==> src/rtl/lts_pkg.sv <==
package lts_pkg;

    typedef enum logic [1:0] {
        ST_IDLE  = 2'd0,
        ST_GCLR  = 2'd1,
        ST_GOPEN = 2'd2,
        ST_HOLD  = 2'd3
    } seq_state_e;

    typedef struct packed {
        logic gate_clr;
        logic lane_hold;
        logic busy;
        logic done;
        logic start_acc;
        logic release_evt;
    } seq_ctl_t;

    localparam int unsigned FAST_W2 = 24;
    localparam int unsigned FAST_W4 = 40;
    localparam int unsigned FAST_W8 = 72;

    function automatic int unsigned width_rank(input logic [1:0] code);
        if (code[1])      return 2;
        else if (code[0]) return 1;
        else              return 0;
    endfunction

    function automatic logic [1:0] wider_code(input logic [1:0] a, input logic [1:0] b);
        return (width_rank(a) >= width_rank(b)) ? a : b;
    endfunction

    function automatic int unsigned fast_cycles(input logic [1:0] code);
        if (code[1])      return FAST_W8;
        else if (code[0]) return FAST_W4;
        else              return FAST_W2;
    endfunction

    function automatic int unsigned hold_cycles(input logic [1:0] code, input int unsigned ratio);
        return 1 + (fast_cycles(code) + ratio - 1) / ratio;
    endfunction

endpackage

==> src/rtl/lts_seq_fsm.sv <==
module lts_seq_fsm
    import lts_pkg::*;
#(
    parameter int unsigned FAST_RATIO = 1,
    parameter int unsigned LANES      = 6
) (
    input  logic             clk,
    input  logic             rst,
    input  logic             start_i,
    input  logic [1:0]       tx_width_i,
    input  logic [1:0]       rx_width_i,
    input  logic [LANES-1:0] mask_i,
    output seq_ctl_t         ctl_o,
    output logic [LANES-1:0] mask_o
);
    localparam int unsigned MAX_HOLD = 1 + (FAST_W8 + FAST_RATIO - 1) / FAST_RATIO;
    localparam int unsigned CNT_W    = $clog2(MAX_HOLD + 1);

    seq_state_e         state;
    logic [CNT_W-1:0]   cnt;
    logic [CNT_W-1:0]   hold_q;
    logic [CNT_W-1:0]   hold_d;
    logic [LANES-1:0]   mask_q;
    logic               done_q;

    assign hold_d = CNT_W'(hold_cycles(wider_code(tx_width_i, rx_width_i), FAST_RATIO));

    always_ff @(posedge clk) begin
        if (rst) begin
            state  <= ST_IDLE;
            cnt    <= '0;
            hold_q <= '0;
            mask_q <= '0;
            done_q <= 1'b0;
        end else begin
            done_q <= 1'b0;
            case (state)
                ST_IDLE: begin
                    if (start_i) begin
                        state  <= ST_GCLR;
                        hold_q <= hold_d;
                        mask_q <= mask_i;
                    end
                end
                ST_GCLR:  state <= ST_GOPEN;
                ST_GOPEN: begin
                    state <= ST_HOLD;
                    cnt   <= hold_q - 1'b1;
                end
                ST_HOLD: begin
                    if (cnt == '0) begin
                        state  <= ST_IDLE;
                        done_q <= 1'b1;
                    end else begin
                        cnt <= cnt - 1'b1;
                    end
                end
                default: state <= ST_IDLE;
            endcase
        end
    end

    always_comb begin
        ctl_o.gate_clr    = (state == ST_GCLR);
        ctl_o.lane_hold   = (state == ST_HOLD);
        ctl_o.busy        = (state != ST_IDLE);
        ctl_o.done        = done_q;
        ctl_o.start_acc   = (state == ST_IDLE) && start_i;
        ctl_o.release_evt = (state == ST_HOLD) && (cnt == '0);
    end

    assign mask_o = mask_q;

    // Independent count of cycles spent in reset, for the hold-length check.
    logic [CNT_W:0] chk_n;
    always_ff @(posedge clk) begin
        if (rst)                    chk_n <= '0;
        else if (state == ST_HOLD)  chk_n <= chk_n + 1'b1;
        else                        chk_n <= '0;
    end

    p_order_hold_r1: assert property (@(posedge clk) disable iff (rst)
        (state == ST_HOLD && $past(state) != ST_HOLD) |-> $past(state) == ST_GOPEN);

    p_order_open_r1: assert property (@(posedge clk) disable iff (rst)
        (state == ST_GOPEN) |-> $past(state) == ST_GCLR);

    p_hold_len_r3: assert property (@(posedge clk) disable iff (rst)
        (state == ST_HOLD && cnt == '0) |-> (chk_n + 1'b1) == {1'b0, hold_q});

    p_ignore_busy_r9: assert property (@(posedge clk) disable iff (rst)
        (state != ST_IDLE && start_i) |=> ($stable(hold_q) && $stable(mask_q)));

    p_done_pulse_r10: assert property (@(posedge clk) disable iff (rst)
        done_q |=> !done_q);

endmodule

==> src/rtl/lts_rx_track.sv <==
module lts_rx_track (
    input  logic clk,
    input  logic rst,
    input  logic start_acc_i,
    input  logic release_i,
    input  logic fifo_empty_i,
    output logic rx_ok_o
);
    logic armed;
    logic empty_q;
    logic ok_q;

    always_ff @(posedge clk) begin
        if (rst) begin
            armed   <= 1'b0;
            empty_q <= 1'b0;
            ok_q    <= 1'b0;
        end else begin
            empty_q <= fifo_empty_i;
            if (start_acc_i) begin
                armed <= 1'b0;
                ok_q  <= 1'b0;
            end else begin
                if (armed && empty_q && !fifo_empty_i) begin
                    ok_q  <= 1'b1;
                    armed <= 1'b0;
                end
                if (release_i) armed <= 1'b1;
            end
        end
    end

    assign rx_ok_o = ok_q;

    p_rx_first_fall_r8: assert property (@(posedge clk) disable iff (rst)
        $rose(ok_q) |-> ($past(empty_q) && !$past(fifo_empty_i)));

endmodule

==> src/rtl/lts_lane_drive.sv <==
module lts_lane_drive #(
    parameter int unsigned LANES = 6
) (
    input  logic             hold_i,
    input  logic [LANES-1:0] mask_i,
    input  logic [LANES-1:0] init_i,
    input  logic [LANES-1:0] data_i,
    output logic [LANES-1:0] lane_rst_o,
    output logic [LANES-1:0] pad_o
);
    for (genvar g = 0; g < LANES; g++) begin : g_lane
        logic in_rst;
        assign in_rst        = hold_i && !mask_i[g];
        assign lane_rst_o[g] = in_rst;
        assign pad_o[g]      = in_rst ? init_i[g] : data_i[g];

        always_comb begin
            a_pad_init_r6: assert (!in_rst || pad_o[g] == init_i[g]);
        end
    end
endmodule

==> src/rtl/lane_turnaround_seq.sv <==
module lane_turnaround_seq
    import lts_pkg::*;
#(
    parameter int unsigned FAST_RATIO = 1,
    parameter int unsigned LANES      = 6,
    parameter int unsigned EN_W       = 4
) (
    input  logic             clk,
    input  logic             rst,
    input  logic             start_i,
    input  logic [1:0]       tx_width_i,
    input  logic [1:0]       rx_width_i,
    input  logic [LANES-1:0] lane_mask_i,
    input  logic [EN_W-1:0]  rden_user_i,
    input  logic [EN_W-1:0]  wren_user_i,
    input  logic             fifo_empty_i,
    input  logic [LANES-1:0] tx_init_i,
    input  logic [LANES-1:0] tx_data_i,
    output logic             gate_clr_o,
    output logic [LANES-1:0] lane_rst_o,
    output logic [LANES-1:0] tx_pad_o,
    output logic [EN_W-1:0]  rden_o,
    output logic [EN_W-1:0]  wren_o,
    output logic             busy_o,
    output logic             done_o,
    output logic             tx_ok_o,
    output logic             rx_ok_o
);
    seq_ctl_t         ctl;
    logic [LANES-1:0] mask_q;
    logic             tx_ok_q;

    lts_seq_fsm #(.FAST_RATIO(FAST_RATIO), .LANES(LANES)) u_fsm (
        .clk        (clk),
        .rst        (rst),
        .start_i    (start_i),
        .tx_width_i (tx_width_i),
        .rx_width_i (rx_width_i),
        .mask_i     (lane_mask_i),
        .ctl_o      (ctl),
        .mask_o     (mask_q)
    );

    lts_rx_track u_rx (
        .clk          (clk),
        .rst          (rst),
        .start_acc_i  (ctl.start_acc),
        .release_i    (ctl.release_evt),
        .fifo_empty_i (fifo_empty_i),
        .rx_ok_o      (rx_ok_o)
    );

    lts_lane_drive #(.LANES(LANES)) u_lanes (
        .hold_i     (ctl.lane_hold),
        .mask_i     (mask_q),
        .init_i     (tx_init_i),
        .data_i     (tx_data_i),
        .lane_rst_o (lane_rst_o),
        .pad_o      (tx_pad_o)
    );

    always_ff @(posedge clk) begin
        if (rst)                  tx_ok_q <= 1'b0;
        else if (ctl.start_acc)   tx_ok_q <= 1'b0;
        else if (ctl.release_evt) tx_ok_q <= 1'b1;
    end

    assign rden_o     = ctl.busy ? '0 : rden_user_i;
    assign wren_o     = ctl.busy ? '0 : wren_user_i;
    assign gate_clr_o = ctl.gate_clr;
    assign busy_o     = ctl.busy;
    assign done_o     = ctl.done;
    assign tx_ok_o    = tx_ok_q;

    p_en_zero_in_rst_r2: assert property (@(posedge clk) disable iff (rst)
        (|lane_rst_o) |-> (rden_o == '0 && wren_o == '0));

    p_tx_ok_at_done_r7: assert property (@(posedge clk) disable iff (rst)
        done_o |-> tx_ok_o);

    p_rst_masked_r5: assert property (@(posedge clk) disable iff (rst)
        ((lane_rst_o & mask_q) == '0));

endmodule

==> config.mk <==
export PLATFORM = sky130hd
export DESIGN_NAME = lane_turnaround_seq
export DESIGN_NICKNAME = d
export VERILOG_FILES = /design/src/rtl/lts_pkg.sv /design/src/rtl/lts_seq_fsm.sv /design/src/rtl/lts_rx_track.sv /design/src/rtl/lts_lane_drive.sv /design/src/rtl/lane_turnaround_seq.sv
export SDC_FILE = /design/constraint.sdc
export NUM_CORES = 1
export LEC_CHECK = 0
export ABC_AREA = 0
export BUFFER_PORTS_ARGS = -buffer_cell sky130_fd_sc_hd__buf_2
export CAP_MARGIN = 20
export CORE_UTILIZATION = 43
export CTS_CLUSTER_DIAMETER = 80
export DETAILED_ROUTE_END_ITERATION = 16
export PLACE_DENSITY = 0.78
export REMOVE_ABC_BUFFERS = 1
export SETUP_SLACK_MARGIN = 0.15
export SYNTH_ARGS = -nofsm -noshare
export SYNTH_HDL_FRONTEND = slang
export SYNTH_SLANG_ARGS = --single-unit
==> constraint.sdc <==
create_clock -name clk -period 3.55 [get_ports clk]
set_input_delay 0.1775 -clock clk [delete_from_list [all_inputs] [get_ports clk]]
set_output_delay 0.1775 -clock clk [all_outputs]
set_load 0.01 [all_outputs]
==> impl_metrics.prom <==
# TYPE chip_impl_metric gauge
chip_impl_metric{name="area_after_detailed_placement",unit="mm2"} 0.00173
chip_impl_metric{name="worstSkewPairLatency",unit="ns"} 0.32
chip_impl_metric{name="vias",unit=""} 1388
chip_impl_metric{name="hold_viol_final",unit=""} 0
chip_impl_metric{name="timing.final.crit_period",unit="ns"} 2.26
chip_impl_metric{name="core_area",unit="mm2"} 0.00313
chip_impl_metric{name="synth.top_cell.area_share",unit="%"} 33.1
chip_impl_metric{name="cts_repair_resize_count",unit=""} 0
chip_impl_metric{name="period_share",unit="%"} 63.8
chip_impl_info{name="clock_tree_from_tritoncts",value="done"} 1
chip_impl_info{name="critical-path-slowest-cell",value="dfxtp_1"} 1
chip_impl_info{name="synth.largest_area_cell",value="dfxtp_1"} 1
chip_impl_metric{name="drive_gt1_share",unit="%"} 32.9
chip_impl_metric{name="cap_viol_max_count",unit=""} 0
chip_impl_metric{name="critPathMaxFanout",unit=""} 11
chip_impl_metric{name="final_core_utilization",unit="%"} 56.9
chip_impl_metric{name="io_pins",unit=""} 59
chip_impl_metric{name="clock_edge_transition_at_the_registers_on_the_reported_setup_and_hold_paths",unit="ns"} 0.13
chip_impl_info{name="cp-start-kind",value="register"} 1
chip_impl_metric{name="report.power.total",unit="mW"} 1.13
chip_impl_metric{name="grt_start_max_net_pins",unit=""} 25
chip_impl_metric{name="setup_tns",unit="ns"} 0
chip_impl_metric{name="cts.repair_timing.setup_buffer_count",unit=""} 0
chip_impl_metric{name="timing.final.ws_setup",unit="ns"} 1.29
chip_impl_info{name="run_status",value="completed"} 1
chip_impl_metric{name="grtUsageTotal",unit="%"} 18.8
chip_impl_metric{name="finalHoldWorstSlack",unit="ns"} 0.0747
chip_impl_metric{name="synth.cell_area",unit="mm2"} 0.00145
chip_impl_metric{name="number_of_global_route_vias_before_repair",unit=""} 1241
chip_impl_metric{name="place_congestion",unit=""} 0.919
chip_impl_metric{name="gr-total-overflow",unit=""} 0
chip_impl_info{name="gr-max-usage-layer",value="met2"} 1
chip_impl_metric{name="drcViolationCount",unit=""} 0
chip_impl_metric{name="area_growth",unit="%"} 22.7
chip_impl_metric{name="cts_max_path_buffers",unit=""} 2
chip_impl_metric{name="grt_first_pass_wirelength",unit="mm"} 5.24
chip_impl_metric{name="initial_antenna_violation_count",unit=""} 0
chip_impl_metric{name="cts_htree_levels",unit=""} 1
chip_impl_info{name="worst_setup_path_end_kind",value="primary output"} 1
chip_impl_info{name="yosys-top-cells-area",value="dfxtp_1 (33%), ha_1 (8.6%), nand2_1 (6.7%)"} 1
chip_impl_metric{name="synth_area_per_cell",unit="um2"} 8.15
chip_impl_metric{name="power_density",unit="mW/mm2"} 637
chip_impl_metric{name="routed_via_density",unit=""} 5.10
chip_impl_metric{name="max_slew.worst_pin.slew",unit="ns"} 0.452
chip_impl_info{name="critical_path.cell_chain",value="ha_1, inv_1, nor2_1, mux2_2, buf_2"} 1
chip_impl_metric{name="synth.ff_latch_count",unit=""} 24
chip_impl_metric{name="initial_utilization",unit="%"} 46.4
chip_impl_metric{name="timing.final.max_slew_violations",unit=""} 0
chip_impl_metric{name="die_h",unit="um"} 60.1
chip_impl_metric{name="cts_inserted_buffers",unit=""} 3
chip_impl_metric{name="die_area",unit="mm2"} 0.00361
chip_impl_metric{name="clock.fmax",unit="GHz"} 0.442
chip_impl_metric{name="dieWidth",unit="um"} 60.1
chip_impl_metric{name="rows",unit=""} 20
chip_impl_metric{name="grt_util_met3",unit="%"} 3.68
chip_impl_metric{name="synth_warnings",unit=""} 0
chip_impl_metric{name="finalWirelength",unit="mm"} 3.14
chip_impl_metric{name="ant_nets",unit=""} 0
chip_impl_metric{name="timing.clock.skew",unit="ns"} 0.00125
chip_impl_metric{name="use_met1",unit="%"} 23.3
chip_impl_metric{name="port_buffers",unit=""} 58
chip_impl_metric{name="worst-endpoint-arrival",unit="ns"} 2.09
chip_impl_metric{name="post_cts_hold_buffer_count",unit=""} 0
chip_impl_metric{name="detailed_route_wire_length_per_cell",unit="um"} 11.5
chip_impl_info{name="root_buffer",value="clkbuf_4"} 1
chip_impl_metric{name="cp.required",unit="ns"} 3.37
chip_impl_metric{name="insertedDiodeCount",unit=""} 0
chip_impl_metric{name="grtUsageMet2",unit="%"} 33.3
chip_impl_metric{name="final-instance-count-excl-fill",unit=""} 272
chip_impl_metric{name="numPlacedInstances",unit=""} 268
chip_impl_info{name="hp-class",value="in2reg"} 1
chip_impl_metric{name="static-leakage-power",unit="nW"} 0.831
chip_impl_metric{name="drt_pass1_iterations",unit=""} 4
chip_impl_metric{name="setup-violations-final",unit=""} 0
chip_impl_metric{name="dp_worst_setup_slack",unit="ns"} 1.33
chip_impl_metric{name="seq_area_frac_synth",unit="%"} 33.1
chip_impl_info{name="worst_path_class_setup",value="reg2out"} 1
chip_impl_metric{name="synth.lib_cells_used.distinct",unit=""} 36
chip_impl_metric{name="maxSlewHeadroom",unit="%"} 69.9
chip_impl_metric{name="finalNetCount",unit=""} 273
chip_impl_metric{name="dpl.hpwl",unit="mm"} 2.45
chip_impl_info{name="grt_setup_unrepaired",value="no"} 1
chip_impl_metric{name="ir_drop",unit="mV"} 0.360
chip_impl_metric{name="crit_path_max_incr_delay",unit="ns"} 0.41
chip_impl_metric{name="final_design_area_no_fill",unit="mm2"} 0.00178
chip_impl_metric{name="clock_sink_count",unit=""} 24
chip_impl_metric{name="detailedRoute.firstIterationViolations",unit=""} 33
chip_impl_metric{name="syn-instance-count",unit=""} 178
## power breakdown
| part | switching [mW] | internal, mW |
|---|---|---|
| logic | 0.297 | 0.239 |
| clock network | 0.0836 | 0.114 |
| registers | 0.0666 | 0.333 |
| total | 0.447 | 0.686 |
## final cells by class
type | instances | area, um2
repair buffers | 58 | 290
clock buffers | 3 | 22.5
fillers | 320 | 1350
clock inverters | 1 | 30.0
well taps | 44 | 55.1
multi-input cells | 131 | 861
inverters | 11 | 41.3
flip-flops and latches | 24 | 480
## per-layer routing
layer	vias up	part of all wire (%)
met2	39	47
met5	-	0
met1	633	47
met3	2	4.9
li1	714	-
met4	0	0.61
## worst max-delay path, delay by kind of cell, from the launching register on
family / cells / cell delay (ns)
simple gates: 1 / 0.20
buf+inv: 2 / 0.40
flops: 1 / 0.41
mux: 1 / 0.35
fa+ha+maj: 1 / 0.41
## cells by family (layout without fill, tap and decap cells)
logic type / count (synthesis) / after routing / synth area share (%)
simple gates: 69 / 69 / 23.4
flops: 24 / 24 / 33.1
buf+inv: 23 / 73 / 7.59
compound gates: 41 / 41 / 19.1
fa+ha+maj: 10 / 10 / 8.62
mux: 11 / 11 / 8.19
## registers in the layout, indices dropped and copies added (netlist names)
signal and count:
tx_ok_o 1, u_fsm.cnt 7, u_fsm.done_q 1, u_fsm.hold_q 4, u_fsm.mask_o 6, u_fsm.state 2
u_rx.armed 1, u_rx.empty_q 1, u_rx.rx_ok_o 1
## layout by cell type, fill, tap and decap left out, types with 2 or more instances in the layout
master / count
mux2_2: 7
and2_1: 9
a2bb2oi_1: 2
buf_2: 58
o22ai_2: 2
a31oi_1: 3
nor2b_1: 2
nand2_1: 26
ha_1: 10
nor3_1: 5
dfxtp_1: 24
a211oi_1: 5
o21ai_0: 6
nor2_1: 18
inv_1: 11
mux2i_1: 4
clkbuf_4: 3
a21oi_1: 13
or3_1: 2
o2111ai_1: 2
## cells in the mapped netlist (all sizes together)
cell type	number
nand2	26
a21bo	1
o211ai	1
o311a	1
ha	10
or4	2
nor3	5
and2	9
o2111ai	2
and3	1
nor2b	2
a31oi	3
or3	2
a211oi	5
buf	7
or4b	1
a22oi	1
a21oi	14
o21a	1
nor2	18
clkbuf	5
inv	11
o21ai	6
nand4	1
nand3	1
a2bb2oi	2
mux2i	4
nor4	1
a21o	1
mux2	7
o22ai	2
o21bai	1
dfxtp	24
## path summary, 6_finish.rpt
check | startpoint | end | slack [ns] | depth (start not counted)
worst min register to register | u_fsm.mask_o[4]$_SDFFE_PP0P_ | u_fsm.mask_o[4]$_SDFFE_PP0P_ | 0.46 | 2
worst max-delay path | u_fsm.state[1]$_SDFFE_PP0P_ | tx_pad_o[1] | 1.29 | 5
worst max register to register | u_fsm.state[1]$_SDFFE_PP0P_ | u_fsm.cnt[6]$_SDFFE_PP0P_ | 1.30 | 7
worst min-delay path | lane_mask_i[4] | u_fsm.mask_o[4]$_SDFFE_PP0P_ | 0.07 | 3
Power figures use the tool's default switching activity.
